==> config.mk <==
export PLATFORM = sky130hd
export DESIGN_NAME = pwr_gate_top
export DESIGN_NICKNAME = d
export VERILOG_FILES = /design/src/rtl/pwr_gate_pkg.sv /design/src/rtl/pwr_flag_sync.sv /design/src/rtl/pwr_recovery_timer.sv /design/src/rtl/pwr_supply_select.sv /design/src/rtl/pwr_gate_top.sv
export SDC_FILE = /design/constraint.sdc
export NUM_CORES = 1
export LEC_CHECK = 0
export ABC_CLOCK_PERIOD_IN_PS = 4700
export BUFFER_PORTS_ARGS = -buffer_cell sky130_fd_sc_hd__buf_2
export CORE_MARGIN = 2
export CORE_UTILIZATION = 59
export CTS_CLUSTER_SIZE = 28
export DETAILED_ROUTE_END_ITERATION = 8
export PLACE_DENSITY = 0.8
export SLEW_MARGIN = 20
export SYNTH_ARGS = -nofsm -noshare
export SYNTH_HDL_FRONTEND = slang
export SYNTH_SLANG_ARGS = --single-unit
export TNS_END_PERCENT = 5
==> constraint.sdc <==
create_clock -name clk -period 4.7 [get_ports clk]
set_clock_uncertainty 0.1 [all_clocks]
set_input_delay 0.705 -clock clk [delete_from_list [all_inputs] [get_ports clk]]
set_output_delay 0.705 -clock clk [all_outputs]
set_load 0.01 [all_outputs]
==> src/rtl/pwr_gate_pkg.sv <==
// Package: shared flag indices and policy encoding for the supply-fail gate.
// Assumes three comparator flags, packed into one vector in the index order below.
package pwr_gate_pkg;

    localparam int FLG_PF    = 0;   // VCC above power-fail level
    localparam int FLG_SW    = 1;   // VCC above switch reference
    localparam int FLG_BAT   = 2;   // battery above power-fail level
    localparam int NUM_FLAGS = 3;

    typedef enum logic {
        POL_HIGH_V = 1'b0,          // switch on the dedicated switch point
        POL_LOW_V  = 1'b1           // switch at power-fail or battery level
    } policy_e;

endpackage

==> src/rtl/pwr_flag_sync.sv <==
// Module: brings asynchronous comparator flags into the clock domain.
// Each flag passes through a chain of STAGES flops. Reset clears every stage,
// which models supplies that are taken as low at power-on.
module pwr_flag_sync #(
    parameter int WIDTH  = 3,
    parameter int STAGES = 2
) (
    input  logic             clk,
    input  logic             rst_n,
    input  logic [WIDTH-1:0] raw_i,
    output logic [WIDTH-1:0] sync_o
);

    logic [WIDTH-1:0] chain_q [STAGES];

    genvar s;
    generate
        for (s = 0; s < STAGES; s++) begin : g_stage
            if (s == 0) begin : g_first
                // capture raw comparator levels
                always_ff @(posedge clk) begin
                    if (!rst_n) chain_q[s] <= '0;
                    else        chain_q[s] <= raw_i;
                end
            end else begin : g_next
                // shift the flags one stage further down the chain
                always_ff @(posedge clk) begin
                    if (!rst_n) chain_q[s] <= '0;
                    else        chain_q[s] <= chain_q[s-1];
                end
            end
        end
    endgenerate

    assign sync_o = chain_q[STAGES-1];

endmodule

==> src/rtl/pwr_recovery_timer.sv <==
// Module: holds off access for REC_CYCLES clocks after the power-fail flag rises.
// Assumes pf_ok_i is already synchronized. A drop of the flag clears the count,
// so every rise starts a full interval.
module pwr_recovery_timer #(
    parameter int REC_CYCLES = 100000
) (
    input  logic clk,
    input  logic rst_n,
    input  logic pf_ok_i,
    output logic ready_o
);

    localparam int CNT_W = (REC_CYCLES > 1) ? $clog2(REC_CYCLES + 1) : 1;
    localparam logic [CNT_W-1:0] LAST = CNT_W'(REC_CYCLES - 1);

    logic [CNT_W-1:0] cnt_q;
    logic             ready_q;

    // count good-supply cycles until the recovery interval is complete
    always_ff @(posedge clk) begin
        if (!rst_n) begin
            cnt_q   <= '0;
            ready_q <= 1'b0;
        end else if (!pf_ok_i) begin
            cnt_q   <= '0;
            ready_q <= 1'b0;
        end else if (!ready_q) begin
            if (cnt_q == LAST) ready_q <= 1'b1;
            else               cnt_q   <= cnt_q + 1'b1;
        end
    end

    assign ready_o = ready_q;

    // a dropped flag leaves the timer idle and cleared
    p_drop_clears_r4 : assert property (@(posedge clk) disable iff (!rst_n)
        !pf_ok_i |=> (!ready_q && cnt_q == '0));

    // ready only ever rises while the supply was good
    p_rise_needs_pf_r3 : assert property (@(posedge clk) disable iff (!rst_n)
        $rose(ready_q) |-> $past(pf_ok_i));

endmodule

==> src/rtl/pwr_supply_select.sv <==
// Module: one-time battery seal plus supply switchover policy.
// The seal opens on the first cycle the synchronized power-fail flag is high,
// and only reset closes it again. The policy input is treated as static.
module pwr_supply_select
    import pwr_gate_pkg::*;
(
    input  logic    clk,
    input  logic    rst_n,
    input  policy_e policy_i,
    input  logic    pf_ok_i,
    input  logic    sw_ok_i,
    input  logic    bat_pf_i,
    output logic    bat_link_o,
    output logic    sel_battery_o
);

    logic link_q;
    logic want_bat;

    // break the freshness seal at the first valid power-up
    always_ff @(posedge clk) begin
        if (!rst_n)       link_q <= 1'b0;
        else if (pf_ok_i) link_q <= 1'b1;
    end

    // pick the switchover condition for the selected supply variant
    always_comb begin
        unique case (policy_i)
            POL_HIGH_V: want_bat = !sw_ok_i;
            POL_LOW_V:  want_bat = bat_pf_i ? !pf_ok_i : !sw_ok_i;
            default:    want_bat = 1'b0;
        endcase
    end

    assign bat_link_o    = link_q;
    assign sel_battery_o = link_q & want_bat;

    // once connected, the backup cell stays connected
    p_link_sticky_r6 : assert property (@(posedge clk) disable iff (!rst_n)
        link_q |=> link_q);

    // a sealed cell is never selected
    p_sealed_idle_r7 : assert property (@(posedge clk) disable iff (!rst_n)
        !link_q |-> !sel_battery_o);

endmodule

==> src/rtl/pwr_gate_top.sv <==
// Module: supply-fail access gate top level.
// Synchronizes the comparator flags, runs the recovery timer and the supply
// selector, and gates the host strobes. The write strobe is combinational
// from the synchronized flag, so it is cut in the same cycle the fail is seen.
module pwr_gate_top
    import pwr_gate_pkg::*;
#(
    parameter int SYNC_STAGES = 2,
    parameter int REC_CYCLES  = 100000
) (
    input  logic clk,
    input  logic rst_n,
    input  logic vcc_above_pf_i,
    input  logic vcc_above_sw_i,
    input  logic bat_above_pf_i,
    input  logic low_volt_sel_i,
    input  logic req_ce_i,
    input  logic req_oe_i,
    input  logic req_we_i,
    output logic mem_ce_o,
    output logic mem_oe_o,
    output logic mem_we_o,
    output logic access_ok_o,
    output logic bat_link_o,
    output logic sel_battery_o
);

    logic [NUM_FLAGS-1:0] flags_raw;
    logic [NUM_FLAGS-1:0] flags_s;
    logic                 ready;
    logic                 allow;

    assign flags_raw[FLG_PF]  = vcc_above_pf_i;
    assign flags_raw[FLG_SW]  = vcc_above_sw_i;
    assign flags_raw[FLG_BAT] = bat_above_pf_i;

    pwr_flag_sync #(
        .WIDTH  (NUM_FLAGS),
        .STAGES (SYNC_STAGES)
    ) u_sync (
        .clk    (clk),
        .rst_n  (rst_n),
        .raw_i  (flags_raw),
        .sync_o (flags_s)
    );

    pwr_recovery_timer #(
        .REC_CYCLES (REC_CYCLES)
    ) u_timer (
        .clk     (clk),
        .rst_n   (rst_n),
        .pf_ok_i (flags_s[FLG_PF]),
        .ready_o (ready)
    );

    pwr_supply_select u_select (
        .clk           (clk),
        .rst_n         (rst_n),
        .policy_i      (policy_e'(low_volt_sel_i)),
        .pf_ok_i       (flags_s[FLG_PF]),
        .sw_ok_i       (flags_s[FLG_SW]),
        .bat_pf_i      (flags_s[FLG_BAT]),
        .bat_link_o    (bat_link_o),
        .sel_battery_o (sel_battery_o)
    );

    // combine live supply state with the recovery hold-off
    always_comb begin
        allow = flags_s[FLG_PF] & ready;
    end

    assign access_ok_o = allow;
    assign mem_ce_o    = req_ce_i & allow;
    assign mem_we_o    = req_ce_i & req_we_i & allow;
    assign mem_oe_o    = req_ce_i & req_oe_i & ~req_we_i & allow;

    // no write strobe while the synchronized supply flag is low
    p_we_cut_r5 : assert property (@(posedge clk) disable iff (!rst_n)
        !flags_s[FLG_PF] |-> !mem_we_o);

    // any strobe implies the recovery timer has finished
    p_strobe_needs_ready_r2 : assert property (@(posedge clk) disable iff (!rst_n)
        (mem_ce_o || mem_we_o || mem_oe_o) |-> ready);

endmodule

==> results of run 1 <==
[cell usage in the layout, fill, tap and decap left out, types with 5 or more instances in the layout]
cell,Yosys,layout
nand4_1,5,5
o21ai_0,7,7
nor4_1,5,5
nand2_1,12,12
or3_1,5,5
nor2_1,6,6
dfxtp_1,25,25
and2_1,10,10
buf_2,2,14
nand3_1,6,6
a21oi_1,9,9
[path summary, 6_finish.rpt]
| path | startpoint | endpoint | slack [ns] | depth (start not counted) |
|---|---|---|---|---|
| worst max-delay path | u_timer.ready_o | mem_oe_o | 2.56 | 3 |
| worst min-delay path | u_sync.chain_q[0][0] | u_sync.chain_q[1][0] | 0.35 | 1 |
| worst max register to register | u_timer.cnt_q[0] | u_timer.cnt_q[16] | 2.84 | 5 |
| worst min register to register | u_sync.chain_q[0][0] | u_sync.chain_q[1][0] | 0.35 | 1 |
[layer usage]
| layer | wire, um | global-route usage | part of all wire |
|---|---|---|---|
| met5 | 0 | 0 | 0 |
| met1 | 1054 | 0.2877 | 0.45 |
| met4 | 46 | 0.09524 | 0.020 |
| met3 | 89 | 0.04630 | 0.038 |
| met2 | 1137 | 0.3866 | 0.49 |
[sequential cells by signal (all words and copies together) (netlist names)]
| register | count |
|---|---|
| u_timer.ready_o | 1 |
| u_sync.chain_q | 6 |
| u_select.bat_link_o | 1 |
| u_timer.cnt_q | 17 |
[power by group through the flow]
stage,clock (mW),combinational (mW),sequential (mW)
after floorplan,0,0.00535,0.222
after global placement,0,0.0104,0.222
after detailed placement,0,0.0111,0.222
after CTS,0.0979,0.0112,0.217
after global routing,0.105,0.0127,0.218
final,0.0968,0.0110,0.217
[stage by stage]
step / instance area [um^2] / util / total power [mW] / setup WS (ns) / hold slack [ns]
after CTS: 1265 / 0.6651 / 0.3265 / 2.545 / 0.3556
after global routing: 1265 / 0.6651 / 0.3356 / 2.448 / 0.3729
after detailed placement: 1237 / 0.6507 / 0.2332 / 2.596 / 0.3228
final: 1265 / 0.6651 / 0.3252 / 2.560 / 0.3517
after global placement: 1237 / 0.6507 / 0.2322 / 2.639 / 0.3182
after floorplan: 1166 / - / 0.2270 / 2.760 / 0.3118
[worst register-to-register path: stages (launching register included)]
cell	delay (ns)
dfxtp_1	0.44
ha_1	0.22
nand4b_1	0.35
nor4_1	0.44
xnor2_1	0.16
nor2_1	0.05
[cells by family (layout without fill, tap and decap cells)]
group | after synthesis | count (layout) | share of synthesized area
adders and majority gates | 1 | 1 | 0.01073
and+or+nand+nor | 70 | 70 | 0.3627
xor gates and xnor gates | 4 | 4 | 0.03005
buffers and inverters | 9 | 19 | 0.03111
DFF | 25 | 25 | 0.4292
AOI/OAI and AO/OA | 26 | 26 | 0.1363
[final cells by class]
type / instances / area [um^2]
Tap cell: 27 / 33.78
Clock buffer: 3 / 22.52
Clock inverter: 1 / 5.005
Multi-Input combinational cell: 101 / 629.4
Timing Repair Buffer: 14 / 70.07
Sequential cell: 25 / 500.5
Inverter: 1 / 3.754
Fill cell: 165 / 636.9
==> impl_metrics.xml, run 1 <==
<?xml version="1.0" encoding="UTF-8"?>
<metrics>
  <group name="worst_setup_path">
    <metric name="worstPathMaxFanout" unit="">11</metric>
    <metric name="slowest_stage" unit="">dfxtp_1</metric>
    <metric name="cp.arrival" unit="ns">1.33</metric>
    <metric name="critical_path.cell_chain" unit="">and3_1, and3b_1, buf_2</metric>
    <metric name="setup_crit_end_kind" unit="">output pin</metric>
    <metric name="setup.worst_path.class" unit="">register to output pin</metric>
    <metric name="startpoint_type" unit="">register</metric>
    <metric name="critical_path_buf_inv_count" unit="">1</metric>
    <metric name="critical_path.top_delay_family" unit="">flip-flops</metric>
    <metric name="cpPeakStageDelay" unit="ns">0.50</metric>
    <metric name="cp.required" unit="ns">3.89</metric>
  </group>
  <group name="yosys">
    <metric name="synth_flop_cell" unit="">dfxtp_1</metric>
    <metric name="library_cell_with_the_largest_summed_area_after_synthesis" unit="">dfxtp_1</metric>
    <metric name="synth.most_common_cell" unit="">dfxtp_1</metric>
    <metric name="count_of_flip_flops_with_a_built_in_enable_after_synthesis" unit="">0</metric>
    <metric name="ys_top_cells_by_count" unit="">dfxtp_1 (25), nand2_1 (12), and2_1 (10)</metric>
    <metric name="ffs_w_async_s_r_synth" unit="">0</metric>
    <metric name="post_synth_main_area_contributors" unit="">dfxtp_1 (43%), and2_1 (5.4%), a21oi_1 (3.9%), nand2_1 (3.9%), o21ai_0 (3.0%)</metric>
    <metric name="post_synth_num_cell_types" unit="">41</metric>
    <metric name="yosys.area.top_type_share" unit="">0.4292</metric>
    <metric name="syn_area_per_cell" unit="um^2">8.638</metric>
    <metric name="post_synth_inst_count" unit="">135</metric>
    <metric name="synth.net_count" unit="">145</metric>
    <metric name="synth_warn" unit="">0</metric>
    <metric name="post_synthesis_sequential_area_ratio" unit="">0.4292</metric>
    <metric name="ys_ff_latch" unit="">25</metric>
    <metric name="synth.cell_area" unit="mm^2">0.001166</metric>
  </group>
  <group name="global_route">
    <metric name="overall_global_routing_resource_usage" unit="">0.2295</metric>
    <metric name="overflow" unit="">0</metric>
    <metric name="first_global_vias" unit="">988</metric>
    <metric name="pin_count_of_the_biggest_net_entering_global_routing" unit="">19</metric>
    <metric name="wire_length_of_the_first_global_routing_pass" unit="mm">4.305</metric>
    <metric name="antenna_violations_before_repair" unit="">0</metric>
  </group>
  <group name="timing">
    <metric name="worst_slew_pin_slew" unit="ns">0.6203</metric>
    <metric name="worst_slew_margin_rel" unit="">0.5854</metric>
    <metric name="setup_repair_after_global_routing_missed_its_margin" unit="">false</metric>
    <metric name="finalSetupTns" unit="ns">0</metric>
    <metric name="period_minus_slack" unit="ns">2.140</metric>
    <metric name="report.final.slew_viol_count" unit="">0</metric>
    <metric name="setup-violations-final" unit="">0</metric>
    <metric name="finalHoldViolCount" unit="">0</metric>
    <metric name="timing.fmax" unit="GHz">0.4673</metric>
    <metric name="min_period_over_period" unit="">0.4553</metric>
  </group>
  <group name="final_layout">
    <metric name="nets" unit="">156</metric>
    <metric name="proportion_of_layout_cells_with_a_drive_suffix_above_1" unit="">0.1586</metric>
    <metric name="instances_no_fill" unit="">172</metric>
    <metric name="count_of_antenna_diodes_in_the_layout" unit="">0</metric>
    <metric name="area.growth.synth_to_final" unit="%">8.476</metric>
  </group>
  <group name="power">
    <metric name="p_comb_frac" unit="">0.034</metric>
    <metric name="vdd.ir_drop.worst" unit="V">0.0001398</metric>
    <metric name="power_density" unit="mW/mm^2">257.0</metric>
    <metric name="clock_power_share" unit="">0.298</metric>
    <metric name="total_leakage_power" unit="nW">0.4501</metric>
    <metric name="intPower" unit="uW">252.8</metric>
    <metric name="power.sequential.fraction" unit="">0.668</metric>
    <metric name="sw_frac_of_total" unit="">0.2224</metric>
    <metric name="power_switching" unit="uW">72.31</metric>
  </group>
  <group name="die">
    <metric name="rows" unit="">16</metric>
    <metric name="floorplan.die.width" unit="um">48.46</metric>
    <metric name="num_io_pins" unit="">15</metric>
    <metric name="die_area" unit="mm^2">0.002348</metric>
    <metric name="initial_core_util" unit="">0.6132</metric>
    <metric name="placeable_core_region" unit="mm^2">0.001902</metric>
    <metric name="die_y" unit="um">48.46</metric>
  </group>
  <group name="route">
    <metric name="number_of_drc_markers_in_iteration_0" unit="">23</metric>
    <metric name="drt-wirelength-per-cell" unit="um">13.53</metric>
    <metric name="viasPerCell" unit="">6.029</metric>
    <metric name="number_of_routed_nets_with_antenna_violations" unit="">0</metric>
    <metric name="remaining_drc_errors" unit="">0</metric>
    <metric name="vias" unit="">1037</metric>
    <metric name="wl" unit="mm">2.327</metric>
    <metric name="total_iterations_of_the_first_detailed_routing_run" unit="">4</metric>
  </group>
  <group name="job">
    <metric name="maxCapViolCount" unit="">0</metric>
  </group>
  <group name="clocking">
    <metric name="clock_tree.buffer_depth" unit="">2</metric>
    <metric name="clock_sink_count" unit="">25</metric>
    <metric name="clock_insertion_delay_worst_skew" unit="ns">0.32</metric>
    <metric name="ctsHtreeMaxLevel" unit="">1</metric>
    <metric name="cts_inserted_buffers" unit="">3</metric>
    <metric name="post_cts_resize_count" unit="">0</metric>
    <metric name="cts_hold_buffers" unit="">0</metric>
    <metric name="clk_pin_slew_worst_paths" unit="ns">0.14</metric>
    <metric name="post-cts-setup-buffer-count" unit="">0</metric>
    <metric name="cts-root-buf" unit="">clkbuf_4</metric>
    <metric name="tritoncts_clock_tree" unit="">done</metric>
  </group>
  <group name="placement">
    <metric name="port_buffers" unit="">14</metric>
    <metric name="dp.cells" unit="">168</metric>
    <metric name="place.detailed.hpwl" unit="mm">1.688</metric>
    <metric name="gp_routability_congestion" unit="">0.8841</metric>
  </group>
  <group name="hold_path">
    <metric name="timing.hold.worst.class" unit="">register to register</metric>
  </group>
  <group name="status">
    <metric name="run_status" unit="">complete, no violations</metric>
  </group>
</metrics>
Power figures use the tool's default switching activity.
==> inputs of run 2 (changes only) <==
--- a/config.mk
+++ b/config.mk
@@ -5,13 +5,13 @@
 export SDC_FILE = /design/constraint.sdc
 export NUM_CORES = 1
 export LEC_CHECK = 0
-export ABC_CLOCK_PERIOD_IN_PS = 4700
+export ABC_CLOCK_PERIOD_IN_PS = 2100
 export BUFFER_PORTS_ARGS = -buffer_cell sky130_fd_sc_hd__buf_2
 export CORE_MARGIN = 2
-export CORE_UTILIZATION = 59
+export CORE_UTILIZATION = 55
 export CTS_CLUSTER_SIZE = 28
 export DETAILED_ROUTE_END_ITERATION = 8
-export PLACE_DENSITY = 0.8
+export PLACE_DENSITY = 0.75
 export SLEW_MARGIN = 20
 export SYNTH_ARGS = -nofsm -noshare
 export SYNTH_HDL_FRONTEND = slang
==> constraint.sdc (replaced) <==
create_clock -name clk -period 2.1 [get_ports clk]
set_clock_uncertainty 0.1 [all_clocks]
set_input_delay 0.315 -clock clk [delete_from_list [all_inputs] [get_ports clk]]
set_output_delay 0.315 -clock clk [all_outputs]
set_load 0.01 [all_outputs]
==> run 2 against run 1 <==
Against the previous run:
- via count up 1.8%
- design area up 1.1%
- total power up 120%
- combinational power up 130%
- global-route usage down 2.8 points
- sequential share of layout area down 0.43 points
- setup slack worse by 2.3 ns
- core utilization down 2.0 points
- flip-flop and latch count unchanged
- critical endpoint is now u_timer.cnt_q[11]
- largest power group unchanged
==> impl_metrics.xml, run 2 (synthesized netlist as in run 1, its figures left out) <==
<?xml version="1.0" encoding="UTF-8"?>
<metrics>
  <group name="clocking">
    <metric name="clock_sink_count" unit="">25</metric>
    <metric name="post-cts-setup-buffer-count" unit="">0</metric>
    <metric name="clock_tree.buffer_depth" unit="">2</metric>
    <metric name="cts-root-buf" unit="">clkbuf_4</metric>
    <metric name="cts_inserted_buffers" unit="">3</metric>
    <metric name="post_cts_resize_count" unit="">0</metric>
    <metric name="ctsHtreeMaxLevel" unit="">1</metric>
    <metric name="tritoncts_clock_tree" unit="">done</metric>
    <metric name="cts_hold_buffers" unit="">0</metric>
    <metric name="clk_pin_slew_worst_paths" unit="ns">0.13</metric>
    <metric name="clock_insertion_delay_worst_skew" unit="ns">0.31</metric>
  </group>
  <group name="global_route">
    <metric name="first_global_vias" unit="">972</metric>
    <metric name="wire_length_of_the_first_global_routing_pass" unit="mm">4.015</metric>
    <metric name="pin_count_of_the_biggest_net_entering_global_routing" unit="">14</metric>
    <metric name="overall_global_routing_resource_usage" unit="">0.2018</metric>
    <metric name="global_route.peak_usage_layer" unit="">met2</metric>
    <metric name="overflow" unit="">0</metric>
    <metric name="global_route.usage.met3" unit="">0.02727</metric>
    <metric name="grt.met2_usage" unit="">0.3509</metric>
    <metric name="globalRouteMet1Util" unit="">0.2505</metric>
    <metric name="antenna_violations_before_repair" unit="">0</metric>
  </group>
  <group name="worst_setup_path">
    <metric name="cp.required" unit="ns">2.25</metric>
    <metric name="slowest_stage" unit="">or4_1</metric>
    <metric name="critical_path_buf_inv_count" unit="">0</metric>
    <metric name="setup_crit_end_kind" unit="">register</metric>
    <metric name="critical_path.top_delay_family" unit="">simple AND/OR/NAND/NOR gates</metric>
    <metric name="startpoint_type" unit="">register</metric>
    <metric name="r2r-start" unit="">u_timer.ready_o</metric>
    <metric name="critical_path.cell_chain" unit="">and4b_1, nand2_1, or4_1, a21oi_1</metric>
    <metric name="reg2reg_depth" unit="">4</metric>
    <metric name="setup.reg_to_reg.worst_slack" unit="ns">0.25</metric>
    <metric name="timing.rr.end" unit="">u_timer.cnt_q[11]</metric>
    <metric name="setup.worst_path.class" unit="">register to register</metric>
    <metric name="worstPathMaxFanout" unit="">11</metric>
    <metric name="cpPeakStageDelay" unit="ns">0.53</metric>
    <metric name="cp.arrival" unit="ns">2.01</metric>
  </group>
  <group name="route">
    <metric name="vias" unit="">1056</metric>
    <metric name="remaining_drc_errors" unit="">0</metric>
    <metric name="drt-wirelength-per-cell" unit="um">12.87</metric>
    <metric name="wl" unit="mm">2.239</metric>
    <metric name="number_of_routed_nets_with_antenna_violations" unit="">0</metric>
    <metric name="total_iterations_of_the_first_detailed_routing_run" unit="">4</metric>
    <metric name="number_of_drc_markers_in_iteration_0" unit="">22</metric>
    <metric name="viasPerCell" unit="">6.069</metric>
  </group>
  <group name="power">
    <metric name="total_leakage_power" unit="nW">0.4571</metric>
    <metric name="power_density" unit="mW/mm^2">565.1</metric>
    <metric name="vdd.ir_drop.worst" unit="V">0.0004616</metric>
  </group>
  <group name="die">
    <metric name="floorplan.die.width" unit="um">50.05</metric>
    <metric name="rows" unit="">16</metric>
    <metric name="die_y" unit="um">50.05</metric>
    <metric name="num_io_pins" unit="">15</metric>
    <metric name="initial_core_util" unit="">0.5884</metric>
    <metric name="placeable_core_region" unit="mm^2">0.001982</metric>
    <metric name="die_area" unit="mm^2">0.002505</metric>
  </group>
  <group name="final_layout">
    <metric name="regs_by_ff_count" unit="">u_timer.cnt_q (17), u_sync.chain_q (6)</metric>
    <metric name="largest_register" unit="">u_timer.cnt_q</metric>
    <metric name="nets" unit="">158</metric>
    <metric name="count_of_antenna_diodes_in_the_layout" unit="">0</metric>
    <metric name="area.growth.synth_to_final" unit="%">9.657</metric>
    <metric name="n_fill_cell" unit="">176</metric>
    <metric name="largest_register_ff_count" unit="">17</metric>
    <metric name="final_cell_mix" unit="">dfxtp_1 (25), buf_2 (14), nand2_1 (12)</metric>
    <metric name="proportion_of_layout_cells_with_a_drive_suffix_above_1" unit="">0.1633</metric>
    <metric name="most_frequent_standard_cell_in_the_layout_excluding_fill_and_tap_cells" unit="">dfxtp_1</metric>
  </group>
  <group name="timing">
    <metric name="fin_hold_ws" unit="ns">0.09261</metric>
    <metric name="worst_slew_margin_rel" unit="">0.7564</metric>
    <metric name="report.final.slew_viol_count" unit="">0</metric>
    <metric name="period_minus_slack" unit="ns">1.854</metric>
    <metric name="finalSetupTns" unit="ns">0</metric>
    <metric name="setup-violations-final" unit="">0</metric>
    <metric name="setup_repair_after_global_routing_missed_its_margin" unit="">false</metric>
    <metric name="min_period_over_period" unit="">0.8827</metric>
    <metric name="finalHoldViolCount" unit="">0</metric>
    <metric name="worst_slew_pin_slew" unit="ns">0.3635</metric>
    <metric name="timing.fmax" unit="GHz">0.5394</metric>
  </group>
  <group name="hold_path">
    <metric name="worst_hold_path.num_cells" unit="">2</metric>
    <metric name="min-delay-start" unit="">bat_above_pf_i</metric>
    <metric name="timing.hold.worst.class" unit="">input port to register</metric>
    <metric name="hold_path_end" unit="">u_sync.chain_q[0][2]</metric>
  </group>
  <group name="placement">
    <metric name="place.detailed.hpwl" unit="mm">1.596</metric>
    <metric name="gp_routability_congestion" unit="">0.8047</metric>
    <metric name="port_buffers" unit="">14</metric>
  </group>
  <group name="job">
    <metric name="maxCapViolCount" unit="">0</metric>
  </group>
  <group name="status">
    <metric name="run_status" unit="">complete, no violations</metric>
  </group>
</metrics>
==> run 2: cell count changes in the layout (fill, tap and decap cells not counted), sizes merged <==
cell,previous run,this run
buf,14,16
clkinv,1,0
clkbuf,3,4
==> run 2: power by group <==
part / leakage (nW) / internal, mW / switching [mW] / total (mW)
clock: 0.0150 / 0.0742 / 0.137 / 0.211
sequential: 0.203 / 0.482 / 0.00431 / 0.486
combinational: 0.239 / 0.0132 / 0.0118 / 0.0250
==> run 2: metrics by stage <==
stage / std cells / worst slack, ns / util / total power, mW / area (um^2)
after global placement: 170 / 0.3004 / 0.6319 / 0.5205 / 1252
after detailed placement: 170 / 0.2940 / 0.6319 / 0.5221 / 1252
after floorplan: 135 / 0.4607 / - / 0.5081 / 1166
after CTS: 174 / 0.2538 / 0.6452 / 0.7263 / 1279
final: 174 / 0.2463 / 0.6452 / 0.7226 / 1279
after global routing: 174 / 0.09968 / 0.6452 / 0.7487 / 1279
==> run 2: layout make-up <==
type | instances | area (um^2) | area share
Clock buffer | 4 | 26.28 | 0.02055
Inverter | 1 | 3.754 | 0.002935
Multi-Input combinational cell | 101 | 629.4 | 0.4922
Sequential cell | 25 | 500.5 | 0.3914
Tap cell | 27 | 33.78 | 0.02642
Timing Repair Buffer | 16 | 85.08 | 0.06654
==> run 2: routing by layer <==
| layer | routed length, um | vias up |
|---|---|---|
| met1 | 1072 | 512 |
| met5 | 0 | - |
| met2 | 1093 | 15 |
| met3 | 57 | 2 |
| li1 | - | 527 |
| met4 | 15 | 0 |
==> run 2: worst max-delay path by stage <==
stage	startpoint	end	slack (ns)	depth (start not counted)
after floorplan	u_timer.cnt_q[5]	u_timer.cnt_q[15]	0.46	4
after global placement	u_timer.cnt_q[5]	u_timer.cnt_q[15]	0.30	4
after detailed placement	u_timer.cnt_q[5]	u_timer.cnt_q[15]	0.29	4
after CTS	u_timer.cnt_q[5]	u_timer.cnt_q[15]	0.25	4
after global routing	u_timer.cnt_q[5]	u_timer.cnt_q[15]	0.1	4
final	u_timer.ready_o	u_timer.cnt_q[11]	0.25	4
